--- config.mk ---
export PLATFORM = sky130hd
export DESIGN_NAME = ext_irq_ctrl
export DESIGN_NICKNAME = d
export VERILOG_FILES = /design/src/rtl/ext_irq_pkg.sv /design/src/rtl/irq_pin_sync.sv /design/src/rtl/irq_trig_detect.sv /design/src/rtl/irq_ctrl_regs.sv /design/src/rtl/irq_pend_latch.sv /design/src/rtl/ext_irq_ctrl.sv
export SDC_FILE = /design/constraint.sdc
export NUM_CORES = 1
export LEC_CHECK = 0
export ABC_CLOCK_PERIOD_IN_PS = 900
export BUFFER_PORTS_ARGS = -buffer_cell sky130_fd_sc_hd__buf_2
export CAP_MARGIN = 20
export CORE_AREA = 2 2 39 41
export DETAILED_ROUTE_END_ITERATION = 12
export DIE_AREA = 0 0 41 43
export PLACE_DENSITY = 0.52
export SLEW_MARGIN = 40
export SYNTH_ARGS = -nofsm -noshare
export SYNTH_HDL_FRONTEND = slang
export SYNTH_SLANG_ARGS = --single-unit
--- constraint.sdc ---
create_clock -name clk -period 0.9 [get_ports clk]
set_clock_uncertainty 0.2 [all_clocks]
set_input_delay 0.135 -clock clk [delete_from_list [all_inputs] [get_ports clk]]
set_output_delay 0.135 -clock clk [all_outputs]
set_load 0.1 [all_outputs]
--- src/rtl/ext_irq_pkg.sv ---
package ext_irq_pkg;

    localparam int REG_W    = 8;
    localparam int POS_PEND = 3;
    localparam int POS_ACK  = 2;
    localparam int POS_MASK = 1;
    localparam int POS_MODE = 0;

    typedef enum logic {
        TRIG_EDGE       = 1'b0,
        TRIG_EDGE_LEVEL = 1'b1
    } trig_mode_e;

    typedef struct packed {
        logic       mask;
        trig_mode_e mode;
    } irq_ctrl_t;

    localparam irq_ctrl_t CTRL_RESET = '{mask: 1'b0, mode: TRIG_EDGE};

    function automatic logic [REG_W-1:0] pack_status(input logic pend, input irq_ctrl_t c);
        logic [REG_W-1:0] r;
        r           = '0;
        r[POS_PEND] = pend;
        r[POS_MASK] = c.mask;
        r[POS_MODE] = c.mode;
        return r;
    endfunction

endpackage

--- src/rtl/irq_pin_sync.sv ---
module irq_pin_sync #(
    parameter int STAGES = 2
) (
    input  logic clk,
    input  logic rst,
    input  logic pin_async,
    output logic pin_sync
);
    logic [STAGES-1:0] chain_q;

    always_ff @(posedge clk) begin
        if (rst) chain_q <= '1;
        else     chain_q <= {chain_q[STAGES-2:0], pin_async};
    end

    assign pin_sync = chain_q[STAGES-1];
endmodule

--- src/rtl/irq_trig_detect.sv ---
module irq_trig_detect
    import ext_irq_pkg::*;
(
    input  logic       clk,
    input  logic       rst,
    input  logic       pin_s,
    input  trig_mode_e mode,
    output logic       fall_evt,
    output logic       set_req
);
    logic pin_prev_q;

    always_ff @(posedge clk) begin
        if (rst) pin_prev_q <= 1'b1;
        else     pin_prev_q <= pin_s;
    end

    always_comb begin
        fall_evt = pin_prev_q & ~pin_s;
        set_req  = fall_evt | ((mode == TRIG_EDGE_LEVEL) & ~pin_s);
    end
endmodule

--- src/rtl/irq_ctrl_regs.sv ---
module irq_ctrl_regs
    import ext_irq_pkg::*;
(
    input  logic      clk,
    input  logic      rst,
    input  logic      wr_en,
    input  logic      wr_ack,
    input  logic      wr_mask,
    input  logic      wr_mode,
    input  logic      dbg_halt,
    input  logic      halt_clr_en,
    output irq_ctrl_t ctrl,
    output logic      ack_pulse
);
    irq_ctrl_t ctrl_q;

    always_ff @(posedge clk) begin
        if (rst) begin
            ctrl_q <= CTRL_RESET;
        end else if (wr_en) begin
            ctrl_q.mask <= wr_mask;
            ctrl_q.mode <= trig_mode_e'(wr_mode);
        end
    end

    assign ctrl      = ctrl_q;
    assign ack_pulse = wr_en & wr_ack & (~dbg_halt | halt_clr_en);
endmodule

--- src/rtl/irq_pend_latch.sv ---
module irq_pend_latch (
    input  logic clk,
    input  logic rst,
    input  logic set_req,
    input  logic clr_req,
    output logic pend
);
    logic pend_q;

    always_ff @(posedge clk) begin
        if (rst)          pend_q <= 1'b0;
        else if (set_req) pend_q <= 1'b1;
        else if (clr_req) pend_q <= 1'b0;
    end

    assign pend = pend_q;
endmodule

--- src/rtl/ext_irq_ctrl.sv ---
module ext_irq_ctrl
    import ext_irq_pkg::*;
#(
    parameter int SYNC_STAGES = 2
) (
    input  logic             clk,
    input  logic             rst,
    input  logic             irq_pin_n,
    input  logic             bus_sel,
    input  logic             bus_wr,
    input  logic [REG_W-1:0] bus_wdata,
    output logic [REG_W-1:0] bus_rdata,
    input  logic             dbg_halt,
    input  logic             halt_clr_en,
    output logic             irq_req
);
    logic      pin_s;
    logic      fall_evt;
    logic      set_req;
    logic      ack_pulse;
    logic      pend;
    logic      wr_en;
    irq_ctrl_t ctrl;
    logic      wdata_unused;

    assign wr_en        = bus_sel & bus_wr;
    assign wdata_unused = ^{bus_wdata[REG_W-1:POS_PEND]};

    irq_pin_sync #(.STAGES(SYNC_STAGES)) u_sync (
        .clk(clk), .rst(rst), .pin_async(irq_pin_n), .pin_sync(pin_s)
    );

    irq_trig_detect u_trig (
        .clk(clk), .rst(rst), .pin_s(pin_s), .mode(ctrl.mode),
        .fall_evt(fall_evt), .set_req(set_req)
    );

    irq_ctrl_regs u_regs (
        .clk(clk), .rst(rst), .wr_en(wr_en),
        .wr_ack(bus_wdata[POS_ACK]), .wr_mask(bus_wdata[POS_MASK]),
        .wr_mode(bus_wdata[POS_MODE]),
        .dbg_halt(dbg_halt), .halt_clr_en(halt_clr_en),
        .ctrl(ctrl), .ack_pulse(ack_pulse)
    );

    irq_pend_latch u_pend (
        .clk(clk), .rst(rst), .set_req(set_req), .clr_req(ack_pulse), .pend(pend)
    );

    assign bus_rdata = pack_status(pend, ctrl);
    assign irq_req   = pend & ~ctrl.mask;
endmodule

==> flow_summary.yaml, run 1 <==
power_and_ir_drop:
  p_sw_w: 0.000307
  ir_drop_v: 0.000723
  clkPwrFrac_pct: 33.5
  internal_power_w: 0.000523
  finalPower_w: 0.000830
  p_seq_share_pct: 34.2
  p_leak_nw: 0.210
  pwr-share-comb_pct: 32.3
  swShare_pct: 37.0
  power_density_mw_per_mm2: 1750
setup_path:
  worst-path-max-fanout: 3
  slowest_delay_ps: 350
  r2r_cells: 2
  r2r-start: "u_sync.chain_q[1]"
  crit_slowest_cell: "dfxtp_4"
  start_kind: "flop"
  path_class: "reg -> out"
  path_cells: "nor2b_4, buf_12"
  crit_start: "u_regs.ctrl[1]"
  critPathCapture: "irq_req"
  r2r_slack_ps: -30
  r2r-end: "u_pend.pend"
  critPathRequiredTime_ps: 560
  arrival_ps: 910
  end_kind: "primary output"
die:
  initial_core_util_pct: 19.8
  die-area_sq_mm: 0.00176
  io_pins: 24
  rows: 14
  core_sq_mm: 0.00138
  die-width_microns: 41
  die_h_microns: 43
synth:
  synth.area.top_cells: "dfxtp_1 44%, buf_4 19%, a21oi_1 5.5%, nand3_1 5.5%, o22ai_2 4.6%"
  synth_cell_type_count: 13
  synth_seq_area_share_pct: 43.8
  synth_seq_cells: 6
  yosys.area.top_type: "dfxtp_1"
  synth_top_area_share_pct: 43.8
  syn_area_sq_um: 274
  yosys_warnings: 0
  syn_avg_cell_area_sq_um: 8.84
  netlist_instances: 31
clock_tree:
  insertion_delay_ps: 250
  clk_pin_slew_ps: 50
  ctsLongestPathBuffers: 2
  cts-root-buf: "clkbuf_4"
  clock_sinks: 6
  cts_tree: "done"
  htree_levels: 1
  numCtsBuffers: 3
route:
  vias_per_cell: 3.57
  drt_wl_total_microns: 520
  drt-wirelength-per-cell_microns: 8.00
  drc: 0
  first_pass_iters: 2
  via_count: 232
  ant_nets: 0
  drt_iter0_markers: 4
sta:
  fin_crit_ps: 1240
  holdWs_ps: -142
  rsz0062_at_grt: "yes"
  max_freq_mhz: 805
  setup_ws_ps: -342
  drv_slew: 0
  setup-tns-final_ps: -1190
  post-route-period-util_pct: 138
  setup_violations: 5
  hold_violations: 6
finish:
  area_growth_pct: 73.5
  fin_nets: 65
  drive_gt1_share_pct: 61.2
  multi_input_area_sq_um: 134
  n_fill_cell: 153
  utilization_pct: 34.4
  n_antenna_cell: 0
  seq_area_sq_um: 129
placement:
  io_buffer_count: 13
  place.gp.congestion: 0.659
  dp_hpwl_microns: 359
  place_ws_ps: -75.0
grt:
  grt_pass1_vias: 237
  grt_usage_pct: 8.96
  grt_max_degree: 6
  grt_first_pass_wirelength_microns: 952
  overflow: 0
  antenna_found_initial: 0
outcome:
  violations: "negative hold slack, negative setup slack"
  outcome: "complete, but fails checks"
job:
  maxCapViolations: 0
worst_hold_path:
  min_path_type: "in -> reg"
[power groups by stage]
stage	registers, W	clock network, W	logic (W)
after global placement	0.000290	0	0.000256
final	0.000284	0.000278	0.000268
after floorplan	0.000305	0	0.000196
after global routing	0.000285	0.000323	0.000281
after detailed placement	0.000290	0	0.000257
after CTS	0.000286	0.000293	0.000265
[routing by layer]
metal	up-vias	part of all wire (%)	GRT usage (%)
li1	125	-	-
met1	96	40	8.44
met2	11	50	11.9
met3	0	10	6.81
met4	0	0	8.00
met5	-	0	0
[synthesized netlist by cell type]
master,count
a21oi_1,3
nor2b_1,1
buf_4,7
nand3_1,3
or2_4,1
nand2_1,3
nor2_1,1
or2_1,2
nand2b_2,1
o22ai_2,1
conb_1,1
inv_1,1
dfxtp_1,6
[cell families after synthesis]
kind of cell	after synthesis	share of synthesized area (%)
DFF	6	43.8
buffers and inverters	8	20.5
other	1	1.37
AOI/OAI and AO/OA	4	10.0
and+or+nand+nor	12	24.2
[worst max-delay path: cells and delay by family, from the launching register on]
kind                   cells  cell delay [ps]
and+or+nand+nor            1              120
DFF                        1              350
buffers and inverters      1              180
[through the flow]
step	instance area (sq um)	std cells
after floorplan	318	35
after global placement	417	60
after detailed placement	417	60
after CTS	463	65
after global routing	475	65
final	475	65
[how the worst min path moves through the flow]
stage / start / end / cells past startpoint
after floorplan: rst / u_regs.ctrl[1] / 1
after global placement: irq_pin_n / u_sync.chain_q[0] / 2
after detailed placement: irq_pin_n / u_sync.chain_q[0] / 2
after CTS: irq_pin_n / u_sync.chain_q[0] / 2
after global routing: irq_pin_n / u_sync.chain_q[0] / 2
final: irq_pin_n / u_sync.chain_q[0] / 2
[registers in the layout (all words and copies together) (netlist names)]
signal / flops
u_sync.chain_q: 2
u_trig.pin_prev_q: 1
u_pend.pend: 1
u_regs.ctrl: 2
[cell usage in the layout, fill, tap and decap left out]
master	count
buf_4	2
buf_12	4
nand2_1	2
buf_6	2
a21oi_2	1
dfxtp_1	3
a21oi_1	2
clkbuf_4	3
or2_1	2
nor2_4	1
nand2b_2	1
clkbuf_1	1
dfxtp_2	1
nand2_2	1
inv_1	1
conb_1	5
nand3_1	3
or2_4	1
buf_2	9
o22ai_2	1
nor2b_4	1
dfxtp_4	2
[final cells by class]
cell class	count	area share [%]
timing repair buffer	17	34.2
multi-input combinational	21	28.2
sequential	6	27.1
clock buffer	4	5.53
tap	16	4.21
inverter	1	0.789
[repair_timing]
action                                  4_1_cts  5_1_grt
resized for setup                             4        5
setup buffers                                 1        1
pin swaps                                     1        2
endpoints found under the setup margin        5        6
endpoints found under the hold margin         6        6
(Power assumes the default switching activity.)
==> run 2: changes to the inputs <==
- ABC_AREA: unset -> 1
==> run 2 against run 1 <==
Effect of this change:
- the flow still finishes with violations (negative hold slack, negative setup slack)
- sequential share of layout area decreased by 0.53 points
- synthesized area increased by 2.3%
- count of clock-buffer cells in the layout unchanged
- worst hold slack improved by 9.9 ps
- via count increased by 9.5%
- setup slack improved by 11 ps
- flip-flop and latch count unchanged
- register-to-register slack improved by 20 ps
- routed wire length decreased by 14%
- sequential power increased by 3%
- largest power group unchanged
- combinational power increased by 9.0%
==> flow_summary.yaml, run 2 <==
synth:
  synth.area.top_cells: "dfxtp_1 43%, buf_4 19%, nor2_1 9.4%, inv_1 8.0%, nand2_1 5.4%"
  synth.top_cells.by_count: "7 x buf_4, 7 x nor2_1, 6 x dfxtp_1, 6 x inv_1, 4 x nand2_1"
  syn_avg_cell_area_sq_um: 7.38
  synth-async-reset-ratio_pct: 0
  synth_compound_area_share_pct: 5.36
  yosys.area_share.xor_xnor_pct: 0
  yosys_warnings: 0
  yosys.area_share.simple_pct: 23.7
  yosys.area.top_type: "dfxtp_1"
  dominantRegCellSynth: "dfxtp_1"
  synth_top_family_by_area: "buffers and inverters"
  synth_cell_type_count: 11
  synth_fa_ha_area_share_pct: 0
  synth_seq_cells: 6
  netlist_instances: 38
  synth_edf_count: 0
  synth_seq_area_share_pct: 42.9
  syn_area_sq_um: 280
  synth_top_area_share_pct: 42.9
  synthMuxAreaShare_pct: 0
die:
  rows: 14
  initial_core_util_pct: 20.3
  io_pins: 24
  die-width_microns: 41
  core_sq_mm: 0.00138
  die_h_microns: 43
  die-area_sq_mm: 0.00176
finish:
  n_antenna_cell: 0
  fin_nets: 71
  drive_gt1_share_pct: 52.7
  area_growth_pct: 69.6
  final_cell_mix: "9 x buf_2, 5 x inv_1, 5 x conb_1"
  final_common_cell: "buf_2"
  utilization_pct: 34.4
setup_path:
  r2r_cells: 3
  critPathCapture: "irq_req"
  end_kind: "primary output"
  r2r-end: "u_pend.pend"
  crit_start: "u_regs.ctrl[1]"
  crit_slowest_cell: "dfxtp_4"
  critPathRequiredTime_ps: 560
  path_class: "reg -> out"
  crit_buf_inv: 1
  crit_cells: 2
  r2r_slack_ps: -10
  r2r-start: "u_regs.ctrl[0]"
  arrival_ps: 900
  worst-path-max-fanout: 3
  critPathTopFamily: "flip-flops"
  start_kind: "flop"
  slowest_delay_ps: 360
  path_cells: "nor2_4, buf_12"
grt:
  grt_pass1_vias: 214
  grt_max_degree: 6
  overflow: 0
  antenna_found_initial: 0
  grt_usage_pct: 6.65
  grt_first_pass_wirelength_microns: 759
clock_tree:
  htree_levels: 1
  numCtsBuffers: 3
  ctsLongestPathBuffers: 2
  clk_pin_slew_ps: 50
  clock_sinks: 6
  cts-root-buf: "clkbuf_4"
  cts_tree: "done"
  insertion_delay_ps: 240
route:
  drc: 0
  drt_wl_total_microns: 445
  drt-wirelength-per-cell_microns: 6.27
  via_count: 254
  vias_per_cell: 3.58
  first_pass_iters: 2
  drt_iter0_markers: 3
  ant_nets: 0
sta:
  setup_ws_ps: -331
  drv_slew: 0
  fin_crit_ps: 1230
  holdWs_ps: -132
  rsz0062_at_grt: "yes"
  setup_violations: 5
  setup-tns-final_ps: -1040
  hold_violations: 6
  max_freq_mhz: 812
  post-route-period-util_pct: 137
job:
  maxCapViolations: 0
power_and_ir_drop:
  p_leak_nw: 0.234
  power_density_mw_per_mm2: 1780
  ir_drop_v: 0.00111
placement:
  place.gp.congestion: 0.687
  place_ws_ps: -110
  io_buffer_count: 13
outcome:
  outcome: "complete, but fails checks"
  violations: "negative hold slack, negative setup slack"
worst_hold_path:
  min_path_type: "in -> reg"
==> run 2: logic make-up after synthesis <==
| kind of cell | after synthesis |
|---|---|
| other | 1 |
| flip-flops | 6 |
| buffers and inverters | 13 |
| AND/OR/NAND/NOR | 15 |
| AO/OA/AOI/OAI | 3 |
==> run 2: worst min path at each step <==
stage	startpoint	end	depth (start not counted)
finish	irq_pin_n	u_sync.chain_q[0]	2
global route	irq_pin_n	u_sync.chain_q[0]	2
CTS	irq_pin_n	u_sync.chain_q[0]	2
detailed placement	irq_pin_n	u_sync.chain_q[0]	2
global placement	irq_pin_n	u_sync.chain_q[0]	2
floorplan	rst	u_trig.pin_prev_q	2
==> run 2: metrics by stage <==
step	instances	power, W	hold WS [ps]	instance area [sq um]
floorplan	42	0.000519	30.3	314
global placement	66	0.000570	112	414
detailed placement	66	0.000571	117	414
CTS	71	0.000858	-142	465
global route	71	0.000904	-132	475
finish	71	0.000847	-132	475
==> run 2: where the power goes <==
| group | internal [W] | total [W] | switching, W |
|---|---|---|---|
| Clock | 0.000168 | 0.000262 | 0.0000939 |
| Sequential | 0.000281 | 0.000293 | 0.0000122 |
| Combinational | 0.0000837 | 0.000292 | 0.000208 |
| Total | 0.000533 | 0.000847 | 0.000314 |
==> run 2: metal layers <==
metal | up-vias | GRT usage [%] | wire length, microns
met3 | 0 | 5.24 | 55
met5 | - | 0 | 0
met4 | 0 | 4.00 | 0
li1 | 132 | - | -
met1 | 110 | 6.17 | 157
met2 | 12 | 9.69 | 233
==> run 2: area by class of cell <==
class,count,area [sq um]
multi-input combinational,23,121
sequential,6,126
clock buffer,4,26.3
fill,150,908
timing repair buffer,16,159
tap,16,20.0
inverter,6,22.5
==> run 2: repair_timing <==
item	in CTS	in global routing
setup buffers	1	0
hold endpoints to repair	6	4
pin swaps	2	2
setup endpoints to repair	5	6
gates resized for setup	7	3
==> run 3: changes to the inputs <==
- RECOVER_POWER: unset -> 100
==> run 3 against run 2 <==
Effect of this change:
- the flow still finishes with violations (negative hold slack, negative setup slack)
- non-clock buffer count stayed put
- setup slack hardly changed
- critical path depth stayed put
- flip-flop and latch count stayed put
- critical endpoint unchanged
- die area stayed put
==> flow_summary.yaml, run 3 (synthesis results as in run 2) <==
outcome:
  outcome: "complete, but fails checks"
  violations: "negative hold slack, negative setup slack"
die:
  initial_core_util_pct: 20.3
  rows: 14
  die-width_microns: 41
  die_h_microns: 43
  die-area_sq_mm: 0.00176
  core_sq_mm: 0.00138
  io_pins: 24
setup_path:
  r2r_cells: 5
  r2r-end: "u_pend.pend"
  arrival_ps: 900
  path_cells: "nor2_4, buf_12"
  r2r_slack_ps: -20
  path_class: "reg -> out"
  end_kind: "primary output"
  worst-path-max-fanout: 3
  crit_slowest_cell: "dfxtp_4"
  start_kind: "flop"
  slowest_delay_ps: 360
  crit_buf_inv: 1
  r2r-start: "u_pend.pend"
  critPathTopFamily: "flip-flops"
  critPathRequiredTime_ps: 560
finish:
  final_common_cell: "buf_2"
  design_area_sq_um: 474
  utilization_pct: 34.3
  final_cell_mix: "8 x buf_2, 5 x inv_1, 5 x conb_1"
  drive_gt1_share_pct: 50.9
  n_antenna_cell: 0
  finalNonFillerCells: 71
  fin_nets: 71
  area_growth_pct: 69.2
sta:
  holdWs_ps: -133
  post-route-period-util_pct: 137
  setup-tns-final_ps: -1050
  max_freq_mhz: 812
  fin_crit_ps: 1230
  setup_violations: 5
  drv_slew: 0
  hold_violations: 4
  rsz0062_at_grt: "yes"
  setup_ws_ps: -331
clock_tree:
  clk_pin_slew_ps: 50
  htree_levels: 1
  insertion_delay_ps: 240
  numCtsBuffers: 3
  cts-root-buf: "clkbuf_4"
  ctsLongestPathBuffers: 2
  cts_tree: "done"
  clock_sinks: 6
worst_hold_path:
  min_from: "irq_pin_n"
  hold_path_depth: 2
  min_to: "u_sync.chain_q[0]"
  min_path_type: "in -> reg"
power_and_ir_drop:
  power_density_mw_per_mm2: 1780
  ir_drop_v: 0.00111
  p_leak_nw: 0.231
placement:
  dp.cells: 66
  place.gp.congestion: 0.687
  dpl-instance-area_sq_um: 414
  io_buffer_count: 13
grt:
  grt_usage_pct: 6.65
  grt_pass1_vias: 214
  antenna_found_initial: 0
  grt_first_pass_wirelength_microns: 759
  overflow: 0
  grt_max_degree: 6
route:
  drt-wirelength-per-cell_microns: 6.30
  first_pass_iters: 2
  drc: 0
  drt_wl_total_microns: 447
  vias_per_cell: 3.58
  via_count: 254
  drt_iter0_markers: 3
  ant_nets: 0
job:
  maxCapViolations: 0
run 3: how the worst max path moves through the flow:
| stage | end | from | slack, ps | cells past startpoint |
|---|---|---|---|---|
| final | irq_req | u_regs.ctrl[1] | -330 | 2 |
| after global routing | irq_req | u_pend.pend | -390 | 3 |
| after CTS | irq_req | u_regs.ctrl[1] | -350 | 2 |
| after detailed placement | irq_req | u_pend.pend | -110 | 3 |
| after global placement | irq_req | u_pend.pend | -110 | 3 |
| after floorplan | irq_req | u_regs.ctrl[1] | -380 | 1 |
run 3: final cells by class:
class	count	area, sq um
Fill cell	151	910
Timing Repair Buffer	16	158
Sequential cell	6	126
Multi-Input combinational cell	23	121
Clock buffer	4	26.3
Inverter	6	22.5
Tap cell	16	20.0
run 3: metrics by stage:
stage          hold slack, ps  worst slack (ps)  power [W]
2_1_floorplan            30.3              -378   0.000519
3_5_place_dp              117              -110   0.000571
5_1_grt                  -132              -395   0.000903
3_3_place_gp              112              -110   0.000570
6_report                 -133              -331   0.000846
4_1_cts                  -142              -348   0.000858
run 3: report_power, final:
part	total, W	switching, W	internal (W)
sequential	0.000293	0.0000122	0.000281
clock	0.000262	0.0000943	0.000168
combinational	0.000291	0.000208	0.0000830
total	0.000846	0.000314	0.000532
run 3: what timing repair did:
item,in CTS,in global routing
pin swaps,2,2
resized for setup,7,3
setup endpoints to repair,5,6
cloned,0,0
endpoints found under the hold margin,6,4
setup buffers,1,0
run 3: per-layer routing:
layer	vias up	GRT usage, %	routed length [microns]
met3	0	5.24	56
met4	0	4.00	0
met2	12	9.69	233
met5	-	0	0
met1	110	6.17	157
li1	132	-	-
